[src/rtl/pflash_bus_front.sv]
module pflash_bus_front #(
  parameter int ADDR_W = 21,
  parameter int DATA_W = 16,
  parameter int SECT_W = 15
) (
  input  logic              clk,
  input  logic              rst_n,
  input  logic              hw_rst_n,
  input  logic              chip_en_n,
  input  logic              out_en_n,
  input  logic              wr_en_n,
  input  logic              x16_sel,
  input  logic              prot_n,
  input  logic [ADDR_W-1:0] addr,
  input  logic [DATA_W-1:0] dq_in,
  output logic [DATA_W-1:0] dq_out,
  output logic [DATA_W-1:0] dq_oe,
  output logic [ADDR_W-1:0] rd_addr,
  input  logic [DATA_W-1:0] rd_data,
  output logic [2:0]        bus_op,
  output logic              cmd_valid,
  output logic [ADDR_W-1:0] cmd_addr,
  output logic              cmd_lsb,
  output logic [DATA_W-1:0] cmd_data,
  output logic              cmd_byte,
  output logic              wp_hit
);
  localparam int HALF = DATA_W / 2;
  localparam int SIDX_W = ADDR_W - SECT_W;
  localparam logic [2:0] OP_STBY = 3'd0;
  localparam logic [2:0] OP_RD   = 3'd1;
  localparam logic [2:0] OP_WR   = 3'd2;
  localparam logic [2:0] OP_OD   = 3'd3;
  localparam logic [2:0] OP_RST  = 3'd4;

  // synchroniser order: {hw_rst_n, chip_en_n, out_en_n, wr_en_n, x16_sel, prot_n}
  logic [5:0] sync1, sync2;
  always_ff @(posedge clk or negedge rst_n)
    if (!rst_n) begin
      sync1 <= 6'b011111;
      sync2 <= 6'b011111;
    end else begin
      sync1 <= {hw_rst_n, chip_en_n, out_en_n, wr_en_n, x16_sel, prot_n};
      sync2 <= sync1;
    end

  logic s_rst_n, s_ce_n, s_oe_n, s_we_n, s_word, s_prot_n;
  assign {s_rst_n, s_ce_n, s_oe_n, s_we_n, s_word, s_prot_n} = sync2;

  logic [2:0] op;
  always_comb
    if (!s_rst_n)               op = OP_RST;
    else if (s_ce_n)            op = OP_STBY;
    else if (!s_we_n && s_oe_n) op = OP_WR;
    else if (!s_oe_n && s_we_n) op = OP_RD;
    else                        op = OP_OD;
  assign bus_op  = op;
  assign rd_addr = addr;

  logic [HALF-1:0] byte_sel;
  assign byte_sel = dq_in[DATA_W-1] ? rd_data[DATA_W-1:HALF] : rd_data[HALF-1:0];

  always_ff @(posedge clk or negedge rst_n)
    if (!rst_n) begin
      dq_out <= '0;
      dq_oe  <= '0;
    end else if (op == OP_RD && s_word) begin
      dq_out <= rd_data;
      dq_oe  <= '1;
    end else if (op == OP_RD) begin
      dq_out <= {{HALF{1'b0}}, byte_sel};
      dq_oe  <= {{HALF{1'b0}}, {HALF{1'b1}}};
    end else begin
      dq_out <= '0;
      dq_oe  <= '0;
    end

  logic              w_act, w_q;
  logic [ADDR_W-1:0] hold_addr;
  logic [DATA_W-1:0] hold_data;
  logic              hold_lsb, hold_byte, hold_prot_n;
  assign w_act = (op == OP_WR);

  always_ff @(posedge clk or negedge rst_n)
    if (!rst_n) begin
      w_q         <= 1'b0;
      hold_addr   <= '0;
      hold_data   <= '0;
      hold_lsb    <= 1'b0;
      hold_byte   <= 1'b0;
      hold_prot_n <= 1'b1;
    end else begin
      w_q <= w_act;
      if (w_act) begin
        hold_addr   <= addr;
        hold_data   <= s_word ? dq_in : {{HALF{1'b0}}, dq_in[HALF-1:0]};
        hold_lsb    <= s_word ? 1'b0 : dq_in[DATA_W-1];
        hold_byte   <= !s_word;
        hold_prot_n <= s_prot_n;
      end
    end

  logic [SIDX_W-1:0] sidx;
  logic boot, fin, blocked;
  assign sidx    = hold_addr[ADDR_W-1:SECT_W];
  assign boot    = (sidx == '0) || (sidx == '1);
  assign fin     = w_q && !w_act && (op != OP_RST);
  assign blocked = boot && !hold_prot_n;

  always_ff @(posedge clk or negedge rst_n)
    if (!rst_n) begin
      cmd_valid <= 1'b0;
      wp_hit    <= 1'b0;
      cmd_addr  <= '0;
      cmd_data  <= '0;
      cmd_lsb   <= 1'b0;
      cmd_byte  <= 1'b0;
    end else begin
      cmd_valid <= fin && !blocked;
      wp_hit    <= fin && blocked;
      if (fin && !blocked) begin
        cmd_addr <= hold_addr;
        cmd_data <= hold_data;
        cmd_lsb  <= hold_lsb;
        cmd_byte <= hold_byte;
      end
    end

  AST_RESET_HIZ: assert property (@(posedge clk) disable iff (!rst_n) (op == OP_RST) |=> (dq_oe == '0));
  AST_RESET_ABANDON: assert property (@(posedge clk) disable iff (!rst_n) (op == OP_RST) |=> (!cmd_valid && !wp_hit));
  AST_IDLE_HIZ: assert property (@(posedge clk) disable iff (!rst_n) (op != OP_RD) |=> (dq_oe == '0));
  AST_BYTE_UPPER_HIZ: assert property (@(posedge clk) disable iff (!rst_n) (op == OP_RD && !s_word) |=> (dq_oe[DATA_W-1:HALF] == '0));
  AST_STROBE_SINGLE: assert property (@(posedge clk) disable iff (!rst_n) cmd_valid |=> !cmd_valid);
  AST_WP_EXCLUSIVE: assert property (@(posedge clk) disable iff (!rst_n) !(cmd_valid && wp_hit));
  AST_WP_BOOT_ONLY: assert property (@(posedge clk) disable iff (!rst_n) wp_hit |-> ($past(sidx) == '0 || $past(sidx) == '1));
endmodule

[config.mk]
export PLATFORM = sky130hd
export DESIGN_NAME = pflash_bus_front
export DESIGN_NICKNAME = d
export VERILOG_FILES = /design/src/rtl/pflash_bus_front.sv
export SDC_FILE = /design/constraint.sdc
export NUM_CORES = 1
export LEC_CHECK = 0
export CORE_UTILIZATION = 45
export DETAILED_ROUTE_END_ITERATION = 7
export DONT_BUFFER_PORTS = 1
export PLACE_DENSITY = 0.67
export SYNTH_ARGS = -nofsm -noshare
export SYNTH_HDL_FRONTEND = slang
export SYNTH_SLANG_ARGS = --single-unit
[constraint.sdc]
create_clock -name clk -period 2.45 [get_ports clk]
set_input_delay 0.3675 -clock clk [delete_from_list [all_inputs] [get_ports clk]]
set_output_delay 0.3675 -clock clk [all_outputs]
set_load 0.005 [all_outputs]
* Word-level counts from Yosys, hierarchy flattened
Index checks and enable logic that the tools add are counted.
** Storage, ports and cells
- Logic and storage cells :: 47
- Flip-flop bits (word level) :: 126
- Output and inout bits :: 97
** Cells by class
- Reduce and logical (&&, ||, !) cells :: 16
- Equality and inequality tests :: 4
- Multiplexer cells :: 11
** Operators by type and width (count)
- 16-bit two-way mux :: 3
- 8-bit two-way mux :: 3
- 1-bit logical AND :: 8
- 6-bit == test (second input constant) :: 1
- 1-bit zero test :: 6
- 6-bit zero test :: 1
- 2-bit two-way mux :: 3
- 3-bit by 1-bit == test with 1-bit output (second input constant) :: 1
- 3-bit by 2-bit == test with 1-bit output (second input constant) :: 1
- 3-bit two-way mux :: 1
- 3-bit inequality test (second input constant) :: 1
- 1-bit logical OR :: 1
- 1-bit two-way mux :: 1

* Longest topological paths before layout
- Word-level depth :: 11
- Mapped depth :: 7
- Mapped depth without buffers :: 5

* Least setup slack after synthesis
No wires, ideal clock.
- Kind :: register -> register
- Start :: reg sync2[2]
- End :: reg cmd_addr[0]
- Stages on the path, launching flop included :: 6
- Buffers on the path :: 1
- Period minus slack after synthesis :: 1623 ps
- Slack :: 827 ps
- Data required time :: 2325 ps
- Arrival time :: 1498 ps
- Path through :: dfstp_2 > nand2b_1 > o211ai_1 > a211o_2 > buf_6 > mux2_4
** Between the ends
- Cells in the longest elaborated chain, start to end :: 10
** Ends and longest elaborated chain
- from (decl) :: line 37 : logic [5:0] sync1, sync2;
- from (signal assigned) :: line 44 : sync2 <= sync1;
- 1-bit logical AND / 1-bit zero test (equally long branches) :: line 55, 54
- 2-bit two-way mux / 1-bit logical AND (equally long branches) :: line 55, 54
- 2-bit two-way mux * :: line 54 : else if (!s_we_n && s_oe_n) op = OP_WR;
- 2-bit two-way mux * :: line 53 : else if (s_ce_n) op = OP_STBY;
- 3-bit two-way mux * :: line 52 : if (!s_rst_n) op = OP_RST;
- 3-bit by 2-bit == test with 1-bit output :: line 82 : assign w_act = (op == OP_WR);
- 1-bit zero test :: line 107 : assign fin = w_q && !w_act && (op != OP_RST);
- 1-bit logical AND :: line 107
- 1-bit logical AND * :: line 107
- 1-bit logical AND * :: line 121 : if (fin && !blocked) begin
- to (signal assigned) :: line 122 : cmd_addr <= hold_addr;
- to (decl) :: line 22 : output logic [ADDR_W-1:0] cmd_addr,
Every way passes the cells marked *; elsewhere a longest branch is shown, timed or not.
A chain may end at the register's enable or synchronous reset.

* Worst setup path in the final report
- Start :: reg hold_addr[18]
- End :: reg cmd_addr[14]
** Between the ends
- Cells in the longest elaborated chain, start to end :: 5
** Ends and longest elaborated chain
- from (decl) :: line 79 : logic [ADDR_W-1:0] hold_addr;
- from (signal assigned) :: line 95 : hold_addr <= addr;
- 6-bit == test / 6-bit zero test (equally long branches) :: line 106 : assign boot = (sidx == '0) || (sidx == '1);
- 1-bit logical OR * :: line 106
- 1-bit logical AND * :: line 108 : assign blocked = boot && !hold_prot_n;
- 1-bit zero test * :: line 121
- 1-bit logical AND * :: line 121
Marks and branches as above.

==> flow_summary_export.csv <==
group,metric,value,unit
outcome,outcome,"finished, violations left",
outcome,violations,"negative hold slack",
grt,grt_pass1_vias,2414,
floorplanning,die-area,10400,µm²
synthesis,syn-cell-area,4490,µm²
synthesis,ys_ff_latch,112,
grt,grt_max_degree,113,
synthesis,netlist_instances,376,
floorplanning,dieHeight,102,µm
sta,tns,0,ps
synthesis,syn_avg_cell_area,11.9,µm²
cells_and_area,antenna_cells,0,
drt,vias,2424,
flow_run,drv_cap,0,
clock_network,h-tree-depth,3,
floorplanning,row_count,36,
clock_network,cts_tree,"built",
worst_hold_path,hold_path_class,"primary input to async pin",
sta,relSlewSlack,0.600,
pwr,powerDensity,884,nW/µm²
floorplanning,die_w,102,µm
drt,avgViaCountPerCell,4.99,
cells_and_area,fill_cells,916,
cells_and_area,drive_above_1_share,0.198,
synthesis,synth_nets,437,
sta,fmax,540,MHz
clock_network,post_cts_resized,0,
critical_path,endpoint_kind,"flop",
sta,tightest_slew,599,ps
clock_network,clk_pin_slew,100,ps
drt,drc,0,
sta,skew,10.5,ps
clock_network,cts_buffer_depth,2,
sta,finalHoldViolCount,112,
clock_network,cts_root_buf,"clkbuf_8",
floorplanning,start_util,0.462,
critical_path,path_max_fanout,24,
grt,grt_use_total,0.159,
sta,period_needed,1850,ps
clock_network,cts_buffers,9,
critical_path,crit_arrival,2100,ps
grt,gr-total-overflow,0,
sta,slew_viol_final,0,
cells_and_area,finalNetCount,409,
cells_and_area,area_delta_synth_final,2.34,%
cells_and_area,final_core_util,0.472,
critical_path,startpoint_type,"flop",
clock_network,clkSinkCount,112,
drt,ant_nets,0,
place,portBuffers,0,
place,pre_cts_ws,614,ps
grt,antenna_found_initial,0,
grt,grt_pass1_wl,12.2,mm
synthesis,ys_warn_count,0,
pwr,leakage,2.38,nW
critical_path,worstSetupPathType,"flop to flop",
sta,hold_ws,-318,ps
drt,first_pass_iters,4,
pwr,vdd_drop_max,318,µV
critical_path,worstPathRequired,2700,ps
place,dpl.hpwl,5.34,mm
clock_network,clkLatencyLatePin,360,ps
place,gp_congestion,0.697,
drt,drt_iter0_drc,40,
synthesis,yosysSeqAreaShare,0.627,
synthesis,synth_cell_types,23,
drt,wl,7.89,mm
sta,min_period_over_period,0.755,
floorplanning,ioPinCount,158,
drt,detail_route.wl_per_cell,16.2,µm
pwr,total_power,4.06,mW
sta,worst_slack,599,ps
sta,rsz0062_at_grt,"false",
floorplanning,coreArea,9730,µm²
sta,finalSetupViolCount,0,
## worst paths after layout
path	endpoint	cells after the start	slack [ps]	from
max	cmd_addr[14]$_DFFE_PN0P_	4	600	hold_addr[18]$_DFFE_PN0P_
min	cmd_data[7]$_DFFE_PN0P_	0	-320	rst_n
max reg2reg	cmd_addr[14]$_DFFE_PN0P_	4	600	hold_addr[18]$_DFFE_PN0P_
min reg2reg	sync2[5]$_DFF_PN0_	0	360	sync1[5]$_DFF_PN0_
max in group asynchronous	sync2[3]$_DFF_PN1_	0	2530	rst_n
min in group clk	hold_addr[8]$_DFFE_PN0P_	2	100	addr[8]
## cell usage after synthesis, drive strengths merged
cell type | number | area, µm²
dfstp | 11 | 289
buf | 42 | 322
nor4 | 1 | 6.26
inv | 5 | 18.8
o21ai | 2 | 10.0
clkbuf | 7 | 26.3
nand4b | 1 | 8.76
a211o | 1 | 10.0
and2 | 8 | 50.1
nand2b | 2 | 12.5
nor2b | 3 | 18.8
and2b | 1 | 7.51
nand2 | 127 | 477
nor3 | 1 | 5.00
mux2 | 39 | 586
a21oi | 9 | 45.0
nor2 | 5 | 18.8
nand3 | 9 | 45.0
dfrtp | 101 | 2530
o211ai | 1 | 7.51
## worst max-delay path: stages, from the launching register on
cell     delay [ps]
dfrtp_1         420
nor4_1          370
a211o_2         200
buf_4           390
mux2_4          340
## repair_timing
item | 4_1_cts | 5_1_grt
endpoints found under the hold margin | 117 | 113
setup buffers | 0 | 0
hold buffers | 5 | 1
## registers in the layout, indices dropped and copies added, names as in the netlist
name and cells:
hold_prot_n 1, cmd_byte 1, dq_out 16, wp_hit 1
hold_lsb 1, hold_data 16, sync1 6, cmd_lsb 1
hold_byte 1, w_q 1, sync2 6, hold_addr 21
cmd_valid 1, dq_oe 2, cmd_addr 21, cmd_data 16
## kinds of logic (layout without fill, tap and decap cells)
kind of cell / count (synthesis) / after routing / share of synthesized area
flip-flops: 112 / 112 / 0.627
multiplexers: 39 / 39 / 0.130
AO/OA/AOI/OAI: 13 / 13 / 0.0162
AND/OR/NAND/NOR: 158 / 158 / 0.145
buffers and inverters: 54 / 31 / 0.0816
## per-stage QoR
step | instance area, µm² | std cells
after floorplan | 4490 | 376
after global placement | 4350 | 464
after detailed placement | 4350 | 464
after CTS | 4590 | 485
after global routing | 4600 | 486
final | 4600 | 486
## layout by cell type (no fill, tap or decap)
cell / netlist / routed
buf_12: 0 / 1
and2b_1: 1 / 1
and2_1: 8 / 8
nand2_1: 127 / 127
dfrtp_1: 101 / 101
clkbuf_1: 7 / 1
o21ai_0: 2 / 2
dfstp_2: 11 / 11
a211o_2: 1 / 1
nand4b_1: 1 / 1
a21oi_1: 9 / 9
clkinvlp_4: 0 / 2
clkinv_2: 0 / 1
nor2_1: 5 / 5
mux2_4: 39 / 39
dlygate4sd3_1: 0 / 6
nand2b_1: 2 / 2
nor3_1: 1 / 1
inv_1: 5 / 5
nor2b_1: 3 / 3
o211ai_1: 1 / 1
clkinv_4: 0 / 1
nand3_1: 9 / 9
nor4_1: 1 / 1
buf_4: 35 / 3
clkbuf_8: 0 / 11
## routing by layer
metal / up-vias / track usage / share of wire
met1: 1214 / 0.197 / 0.42
met2: 87 / 0.253 / 0.48
li1: 1109 / - / -
met4: 0 / 0.0659 / 0.018
met5: - / 0 / 0
met3: 14 / 0.0575 / 0.082
## power by group
part | internal [mW] | switching [mW] | total [mW]
logic | 0.362 | 0.157 | 0.519
registers | 2.23 | 0.299 | 2.53
clock network | 0.427 | 0.587 | 1.01
## cell type report
| class | count | area (µm²) | share of cell area |
|---|---|---|---|
| clock buffers | 12 | 155 | 0.0338 |
| clock inverters | 4 | 28.8 | 0.00626 |
| inverters | 5 | 18.8 | 0.00408 |
| multi-input cells | 210 | 1310 | 0.285 |
| flip-flops and latches | 112 | 2820 | 0.613 |
| well taps | 133 | 166 | 0.0362 |
| repair buffers | 10 | 103 | 0.0223 |
(Power assumes the default switching activity.)
